`src/rtl/xm_slave_pkg.sv`:
```
package xm_slave_pkg;

    typedef enum logic [1:0] {
        ST_IDLE = 2'd0,
        ST_REQ  = 2'd1,
        ST_TERM = 2'd2
    } xm_state_e;

    typedef enum logic [1:0] {
        TERM_NONE = 2'd0,
        TERM_ACK  = 2'd1,
        TERM_ERR  = 2'd2,
        TERM_RTY  = 2'd3
    } term_e;

    typedef struct packed {
        logic err;
        logic rty;
        logic ack;
    } term_flags_t;

    // Fixed termination priority: error, then retry, then acknowledge.
    function automatic term_e pick_term(input term_flags_t f);
        if (f.err)      return TERM_ERR;
        else if (f.rty) return TERM_RTY;
        else if (f.ack) return TERM_ACK;
        else            return TERM_NONE;
    endfunction

endpackage

```
`src/rtl/xm_win_cfg.sv`:
```
module xm_win_cfg #(
    parameter int AW = 32,
    parameter int TW = 8
) (
    input  logic          clk,
    input  logic          rst,
    input  logic [AW-1:0] cfg_base,
    input  logic [AW-1:0] cfg_mask,
    input  logic [TW-1:0] cfg_tout,
    input  logic [AW-1:0] addr,
    output logic          hit,
    output logic [TW-1:0] tout_q
);
    logic [AW-1:0] base_q;
    logic [AW-1:0] mask_q;

    // Configuration is followed only while reset is held.
    always_ff @(posedge clk) begin
        if (rst) begin
            base_q <= cfg_base;
            mask_q <= cfg_mask;
            tout_q <= cfg_tout;
        end
    end

    assign hit = ((addr ^ base_q) & mask_q) == '0;

endmodule

```
`src/rtl/xm_resp_fsm.sv`:
```
module xm_resp_fsm
    import xm_slave_pkg::*;
#(
    parameter int AW = 32,
    parameter int DW = 32,
    parameter int TW = 8
) (
    input  logic          clk,
    input  logic          rst,
    input  logic          start_ok,
    input  logic [AW-1:0] addr,
    input  logic [DW-1:0] wdata,
    input  logic          wr,
    input  logic [TW-1:0] tout,
    output logic          req_valid,
    output logic [AW-1:0] req_addr,
    output logic [DW-1:0] req_wdata,
    output logic          req_wr,
    input  logic          req_ready,
    input  logic [DW-1:0] rsp_rdata,
    input  logic          rsp_err,
    input  logic          rsp_retry,
    output term_e         term_kind,
    output logic [DW-1:0] rdata
);
    localparam int CW = TW + 1;

    xm_state_e     state_q;
    logic [TW-1:0] cnt_q;
    logic [CW-1:0] cnt_next;
    logic          tout_hit;
    logic [AW-1:0] addr_q;
    logic [DW-1:0] wdata_q;
    logic          wr_q;
    logic [DW-1:0] rdata_q;
    term_e         kind_q;
    term_flags_t   rsp_flags;

    assign cnt_next  = {1'b0, cnt_q} + CW'(1);
    assign tout_hit  = cnt_next >= {1'b0, tout};
    assign rsp_flags = '{err: rsp_err, rty: rsp_retry, ack: 1'b1};

    always_ff @(posedge clk) begin
        if (rst) begin
            state_q <= ST_IDLE;
            cnt_q   <= '0;
            addr_q  <= '0;
            wdata_q <= '0;
            wr_q    <= 1'b0;
            rdata_q <= '0;
            kind_q  <= TERM_NONE;
        end else begin
            case (state_q)
                ST_IDLE: begin
                    kind_q <= TERM_NONE;
                    if (start_ok) begin
                        addr_q  <= addr;
                        wdata_q <= wdata;
                        wr_q    <= wr;
                        cnt_q   <= '0;
                        state_q <= ST_REQ;
                    end
                end
                ST_REQ: begin
                    if (req_ready) begin
                        kind_q  <= pick_term(rsp_flags);
                        rdata_q <= rsp_rdata;
                        state_q <= ST_TERM;
                    end else if (tout_hit) begin
                        kind_q  <= TERM_ERR;
                        rdata_q <= '0;
                        state_q <= ST_TERM;
                    end else begin
                        cnt_q <= cnt_next[TW-1:0];
                    end
                end
                ST_TERM: begin
                    kind_q  <= TERM_NONE;
                    state_q <= ST_IDLE;
                end
                default: begin
                    kind_q  <= TERM_NONE;
                    state_q <= ST_IDLE;
                end
            endcase
        end
    end

    assign req_valid = (state_q == ST_REQ);
    assign req_addr  = addr_q;
    assign req_wdata = wdata_q;
    assign req_wr    = wr_q;
    assign term_kind = (state_q == ST_TERM) ? kind_q : TERM_NONE;
    assign rdata     = (state_q == ST_TERM && kind_q == TERM_ACK && !wr_q) ? rdata_q : '0;

endmodule

```
`src/rtl/xm_term_dec.sv`:
```
module xm_term_dec
    import xm_slave_pkg::*;
(
    input  logic clk,
    input  logic rst,
    input  logic cyc,
    input  logic ta,
    input  logic tea,
    input  logic rty,
    output logic fin_ok,
    output logic fin_err,
    output logic fin_rty
);
    logic        blank_q;
    term_flags_t seen;
    term_e       kind;

    // A lingering error level right after a recognised error is a slow release.
    assign seen = '{err: tea && !blank_q, rty: rty, ack: ta};
    assign kind = cyc ? pick_term(seen) : TERM_NONE;

    assign fin_ok  = (kind == TERM_ACK);
    assign fin_err = (kind == TERM_ERR);
    assign fin_rty = (kind == TERM_RTY);

    always_ff @(posedge clk) begin
        if (rst) blank_q <= 1'b0;
        else     blank_q <= fin_err;
    end

endmodule

```
`src/rtl/xm_slave_resp.sv`:
```
module xm_slave_resp
    import xm_slave_pkg::*;
#(
    parameter int AW = 32,
    parameter int DW = 32,
    parameter int TW = 8
) (
    input  logic          clk,
    input  logic          rst,
    input  logic [AW-1:0] cfg_base,
    input  logic [AW-1:0] cfg_mask,
    input  logic [TW-1:0] cfg_tout,
    input  logic          ext_own,
    input  logic          ext_start,
    input  logic [AW-1:0] ext_addr,
    input  logic [DW-1:0] ext_wdata,
    input  logic          ext_wr,
    output logic [DW-1:0] ext_rdata,
    output logic          ext_ack_o,
    output logic          ext_err_o,
    output logic          ext_rty_o,
    output logic          int_req_valid,
    output logic [AW-1:0] int_addr,
    output logic [DW-1:0] int_wdata,
    output logic          int_wr,
    input  logic          int_req_ready,
    input  logic [DW-1:0] int_rdata,
    input  logic          int_err,
    input  logic          int_retry,
    input  logic          own_cyc,
    input  logic          own_ta,
    input  logic          own_tea,
    input  logic          own_rty,
    output logic          own_fin_ok,
    output logic          own_fin_err,
    output logic          own_fin_rty
);
    logic          win_hit;
    logic [TW-1:0] tout_lat;
    logic          start_ok;
    term_e         term_kind;

    xm_win_cfg #(.AW(AW), .TW(TW)) u_win (
        .clk      (clk),
        .rst      (rst),
        .cfg_base (cfg_base),
        .cfg_mask (cfg_mask),
        .cfg_tout (cfg_tout),
        .addr     (ext_addr),
        .hit      (win_hit),
        .tout_q   (tout_lat)
    );

    assign start_ok = ext_start && ext_own && win_hit;

    xm_resp_fsm #(.AW(AW), .DW(DW), .TW(TW)) u_fsm (
        .clk       (clk),
        .rst       (rst),
        .start_ok  (start_ok),
        .addr      (ext_addr),
        .wdata     (ext_wdata),
        .wr        (ext_wr),
        .tout      (tout_lat),
        .req_valid (int_req_valid),
        .req_addr  (int_addr),
        .req_wdata (int_wdata),
        .req_wr    (int_wr),
        .req_ready (int_req_ready),
        .rsp_rdata (int_rdata),
        .rsp_err   (int_err),
        .rsp_retry (int_retry),
        .term_kind (term_kind),
        .rdata     (ext_rdata)
    );

    assign ext_ack_o = (term_kind == TERM_ACK);
    assign ext_err_o = (term_kind == TERM_ERR);
    assign ext_rty_o = (term_kind == TERM_RTY);

    xm_term_dec u_dec (
        .clk     (clk),
        .rst     (rst),
        .cyc     (own_cyc),
        .ta      (own_ta),
        .tea     (own_tea),
        .rty     (own_rty),
        .fin_ok  (own_fin_ok),
        .fin_err (own_fin_err),
        .fin_rty (own_fin_rty)
    );

endmodule

```
`config.mk`:
```
export PLATFORM = sky130hd
export DESIGN_NAME = xm_slave_resp
export DESIGN_NICKNAME = d
export VERILOG_FILES = /design/src/rtl/xm_slave_pkg.sv /design/src/rtl/xm_win_cfg.sv /design/src/rtl/xm_resp_fsm.sv /design/src/rtl/xm_term_dec.sv /design/src/rtl/xm_slave_resp.sv
export SDC_FILE = /design/constraint.sdc
export NUM_CORES = 1
export LEC_CHECK = 0
export CORE_MARGIN = 2
export CORE_UTILIZATION = 48
export CTS_BUF_LIST = sky130_fd_sc_hd__clkbuf_4 sky130_fd_sc_hd__clkbuf_8
export CTS_CLUSTER_DIAMETER = 200
export CTS_CLUSTER_SIZE = 16
export DETAILED_ROUTE_END_ITERATION = 8
export HOLD_SLACK_MARGIN = 0.05
export PLACE_DENSITY = 0.88
export SETUP_SLACK_MARGIN = 0.02
export SYNTH_ARGS = -nofsm -noshare
export SYNTH_HDL_FRONTEND = slang
export SYNTH_HIERARCHICAL = 1
export SYNTH_SLANG_ARGS = --single-unit
export TNS_END_PERCENT = 100
```
`constraint.sdc`:
```
create_clock -name clk -period 7.57 [get_ports clk]
set_input_delay 0.757 -clock clk [delete_from_list [all_inputs] [get_ports clk]]
set_output_delay 0.757 -clock clk [all_outputs]
set_load 0.005 [all_outputs]
```
# Word level (Yosys, flattened, before mapping)
# Index checks and enable logic that the tools add are counted.
[totals] reg_bits=182 latchBits=0 ramBits=0 romBits=0 inputBits=180 wordCells=64 memories=0
[op_classes] addsub=1 multipliers=0 div=0 n_lt_le_gt_ge=1 eq_ne=13 n_shift=0 muxes=19 n_bitwise=3 reduce_logical=16
[ops] operator="32-bit two-way mux" count=3
[ops] operator="32-bit bitwise AND" count=1
[ops] operator="32-bit logical NOT" count=1
[ops] operator="32-bit bitwise XOR" count=1
[ops] operator="8-bit two-way mux" count=3
[ops] operator="2-bit two-way mux" count=10
[ops] operator="8-bit one-hot mux with 2 select lines" count=1
[ops] operator="2-bit == test (second input constant)" count=5
[ops] operator="8-bit by 1-bit adder with 9-bit output (second input constant)" count=1
[ops] operator="9-bit by 8-bit >= comparator with 1-bit output" count=1
[ops] operator="2-bit by 1-bit == test with 1-bit output (second input constant)" count=4
[ops] operator="2-bit != test (second input constant)" count=3
[ops] operator="2-bit AND reduction" count=3
[ops] operator="1-bit logical AND" count=5
[ops] operator="2-bit one-hot mux with 2 select lines" count=1
[ops] operator="4-bit AND reduction" count=1
[ops] operator="2-bit nonzero test" count=2
[ops] operator="3-bit by 1-bit != test with 1-bit output (second input constant)" count=1
[ops] operator="1-bit logical NOT" count=2
[ops] operator="2-bit logical NOT" count=1
[ops] operator="2-bit OR reduction" count=1
[ops] operator="1-bit two-way mux" count=1
[ops] operator="1-bit inverter" count=1

# Logic depth before layout (Yosys ltp)
[logic_depth] ltp_word=6 mapped_depth=11 ltp_nobuf=10

# Hierarchy
# Netlist, hierarchy kept.
[modules_own_cells] module="xm_resp_fsm" instances=1 cells_per_inst=497 area_per_inst_um2=4327.9
[modules_own_cells] module="xm_win_cfg" instances=1 cells_per_inst=125 area_per_inst_um2=2600.0
[modules_own_cells] module="xm_term_dec" instances=1 cells_per_inst=7 area_per_inst_um2=62.6
[modules_own_cells] module="xm_slave_resp" instances=1 cells_per_inst=4 area_per_inst_um2=28.8

# Worst setup path after synthesis
# Ideal clock, no wire load.
[synth_path] path_type="register -> register" from="register u_fsm.cnt_q[0]" to="register u_fsm.rdata_q[10]" arrival_time_ps=2491 path_slack_ps=5020 path_stages_with_launch=12 period_less_slack_ps=2550 cell_sequence="dfxtp_1 ha_1 and3_1 nand3_1 xnor2_1 ha_1 a21o_1 a221oi_4 o211ai_4 a21oi_4 buf_6 a22o_1"
[synth_via] elab_chain_cells=4
[synth_lines] element="from (decl)" line_no="xm_resp_fsm.sv:29" text="logic [TW-1:0] cnt_q;"
[synth_lines] element="from (signal assigned)" line_no="xm_resp_fsm.sv:74" text="cnt_q <= cnt_next[TW-1:0];"
[synth_lines] element="8-bit by 1-bit adder with 9-bit output" line_no="xm_resp_fsm.sv:39" text="assign cnt_next = {1'b0, cnt_q} + CW'(1);"
[synth_lines] element="9-bit by 8-bit >= comparator with 1-bit output" line_no="xm_resp_fsm.sv:40" text="assign tout_hit = cnt_next >= {1'b0, tout};"
[synth_lines] element="2-bit nonzero test (no line)"
[synth_lines] element="2-bit AND reduction (no line)"
[synth_lines] element="to (signal assigned)" line_no="xm_resp_fsm.sv:67" text="rdata_q <= rsp_rdata;"
[synth_lines] element="to (decl)" line_no="xm_resp_fsm.sv:35" text="logic [DW-1:0] rdata_q;"
# No other way between the ends.
# A chain may end at the register's enable or synchronous reset.

# Worst setup path after layout
[layout_path] from="register u_fsm.cnt_q[0]" to="register u_fsm.rdata_q[0]"
# The elaborated chain is that of the path after synthesis.

==> flow_metrics.py <==
metrics = {
    "outcome": {
        "status": "finished clean",
    },
    "timing": {
        "fmax_mhz": 299.5,
        "period_share_pct": 44.10,
        "finClkSkew_ns": 0.02041,
        "relSlewSlack_pct": 22.96,
        "fin_crit_ns": 3.339,
        "tightest_slew_ns": 1.156,
        "slew_violations": 0,
        "setup_violations": 0,
        "hold_viol": 0,
        "rsz0062_at_grt": "false",
        "tns_ns": 0,
    },
    "synth": {
        "ys_seq_area_share_pct": 62.17,
        "synth_mux_area_share_pct": 0,
        "synth_top_family_by_area": "simple AND/OR/NAND/NOR gates",
        "synth-main-ff-cell": "dfxtp_1",
        "yosysWarnings": 6,
        "synth_compound_area_share_pct": 13.71,
        "netlist_instances": 633,
        "synth_area_sq_mm": 0.007019,
        "synth_enable_flop_cells": 72,
        "yosys.area_share.simple_pct": 14.90,
        "yosys.area_share.adder_pct": 1.604,
        "ys_types": 51,
        "syn-num-nets": 822,
        "async_flop_share_pct": 0,
        "synth_xor_area_share_pct": 4.617,
        "synth-seq-cells": 182,
        "syn_area_per_cell_sq_um": 11.09,
    },
    "routing": {
        "drt_first_pass_iters": 4,
        "drtIter0Drc": 282,
        "wl_per_cell_um": 17.21,
        "via_per_inst": 5.162,
        "via_count": 5683,
        "wl_mm": 18.95,
        "drc": 0,
        "drtAntennaViolNets": 0,
    },
    "floorplanning": {
        "die_y_um": 124.9,
        "core_sq_mm": 0.01442,
        "rows": 44,
        "start_util_pct": 48.66,
        "io_pins": 284,
        "die_area_sq_mm": 0.01561,
        "die_x_um": 124.9,
    },
    "grt": {
        "overflow": 0,
        "grt_pass1_vias": 5635,
        "grt_max_degree": 72,
        "grt_antenna_before_repair": 0,
        "grt_pass1_wl_mm": 29.50,
        "grt.total_usage_pct": 24.19,
    },
    "clock_network": {
        "postCtsResizedCells": 0,
        "clkLatencyLatePin_ns": 0.46,
        "clockBufferDepth": 2,
        "post-cts-setup-buffers": 0,
        "cts_hold_buf": 0,
        "h-tree-depth": 4,
        "cts_sinks": 182,
        "root_buffer": "clkbuf_8",
        "cts_tree": "done",
        "clk_pin_slew_ns": 0.09,
        "cts_made_buffers": 17,
    },
    "worst_hold_path": {
        "hold_path.class": "flop to flop",
    },
    "power": {
        "ir_worst_vdd_uv": 189.5,
        "leakagePower_nw": 3.733,
        "p_total_w": 0.001897,
        "power.density_mw_per_mm2": 183.1,
    },
    "job": {
        "cap_violations": 0,
    },
    "place": {
        "hpwl_mm": 13.72,
        "io_buffers": 283,
        "gp_congestion": 0.8132,
    },
    "critical_path": {
        "cp-start-kind": "flop",
        "critPathMaxFanout": 32,
        "arrival_ns": 3.74,
        "crit_type": "flop to flop",
        "required_ns": 7.97,
        "end_kind": "flop",
    },
    "layout": {
        "drive_gt1_share_pct": 5.998,
        "layout.nets": 1093,
        "syn_to_final_growth_pct": 47.56,
        "diodes": 0,
    },
}
## synthesized netlist by cell type, types with 6 or more instances
cell / instances / share of area [%]
clkbuf_1: 24 / 1.3
nand3_1: 7 / 0.50
dfxtp_1: 110 / 31
a22o_1: 30 / 3.7
ha_1: 9 / 1.6
o211ai_1: 7 / 0.75
buf_2: 6 / 0.43
nand2_1: 135 / 7.2
and2_1: 34 / 3.0
a21oi_1: 70 / 5.0
xor2_1: 33 / 4.1
inv_1: 9 / 0.48
edfxtp_1: 72 / 31
a22oi_1: 16 / 1.7
## path summary, 6_finish.rpt
path                                     from                          endpoint  slack [ns]  cells after the start
max reg2reg       u_fsm/cnt_q[0]$_SDFFE_PP0P_     u_fsm/rdata_q[0]$_SDFFE_PP0P_        4.23                     10
min reg2reg  u_fsm/req_wdata[21]$_SDFFE_PP0P_  u_fsm/req_wdata[21]$_SDFFE_PP0P_        0.46                      2
min          u_fsm/req_wdata[21]$_SDFFE_PP0P_  u_fsm/req_wdata[21]$_SDFFE_PP0P_        0.46                      2
max               u_fsm/cnt_q[0]$_SDFFE_PP0P_     u_fsm/rdata_q[0]$_SDFFE_PP0P_        4.23                     10
## cells in the final DEF, fill, tap and decap left out, types with 5 or more instances in the layout
cell | Yosys | routed
a21oi_1 | 70 | 70
a22o_1 | 30 | 30
a22oi_1 | 16 | 16
and2_1 | 34 | 33
buf_4 | 0 | 6
clkbuf_8 | 0 | 18
clkdlybuf4s50_1 | 0 | 282
dfxtp_1 | 110 | 110
edfxtp_1 | 72 | 72
ha_1 | 9 | 9
inv_1 | 9 | 9
nand2_1 | 135 | 134
nand2b_1 | 5 | 5
nand3_1 | 7 | 7
nand4_1 | 5 | 5
nor3_1 | 5 | 5
o211ai_1 | 7 | 7
xor2_1 | 33 | 33
## metal layers
metal / share of wire (%) / vias up / track usage [%]
li1: - / 2743 / -
met1: 39 / 2648 / 28.00
met3: 8.7 / 33 / 8.591
met5: 0 / - / 0
met4: 2.2 / 0 / 8.366
met2: 50 / 259 / 41.79
## flip-flops by register name, summed over array words and instances, names as in the netlist
name	cells
u_fsm/rdata_q	32
u_fsm/req_wdata	32
u_win/base_q	32
u_fsm/state_q	2
u_fsm/cnt_q	8
u_dec/blank_q	1
u_win/mask_q	32
u_fsm/req_addr	32
u_win/tout_q	8
u_fsm/kind_q	2
u_fsm/req_wr	1
## cell type report
class / instances / area [sq um]
clock buffer: 20 / 262.8
clock inverter: 12 / 141.4
fill: 981 / 4066
inverter: 10 / 37.54
multi-input combinational: 405 / 2454
sequential: 182 / 4364
tap: 184 / 230.2
timing repair buffer: 288 / 2868
## worst max-delay path: stages (launching register included)
cell and delay (ns):
dfxtp_1 0.44, ha_1 0.26, and3_1 0.24, nand3_1 0.12, xnor2_1 0.24, ha_1 0.29
a21o_1 0.19, a221oi_4 0.33, o211ai_4 0.19, a21oi_4 0.71, a22o_2 0.25
## power breakdown
part           leakage [nW]  internal [W]  switching, W
combinational          1.93      0.000103     0.0000572
sequential             1.59       0.00105     0.0000117
clock                 0.209      0.000316      0.000357
total                  3.73       0.00147      0.000426
## cell families (layout without fill, tap and decap cells)
kind of cell / after synthesis / count (layout)
compound gates: 141 / 141
xor+xnor: 37 / 37
fa+ha+maj: 9 / 9
buf+inv: 46 / 330
flops: 182 / 182
simple gates: 218 / 218
## through the flow
stage	cells	area [sq um]	utilization, %	setup WS, ns	hold WS, ns
2_1_floorplan	633	7019	-	5.020	0.4340
4_1_cts	1101	10360	71.81	4.226	0.4577
3_5_place_dp	1069	9953	69.01	3.931	0.4453
6_report	1101	10360	71.81	4.231	0.4596
3_3_place_gp	1069	9953	69.01	3.963	0.4410
5_1_grt	1101	10360	71.81	4.000	0.4759
No activity file was read; power rests on OpenSTA's default activity.
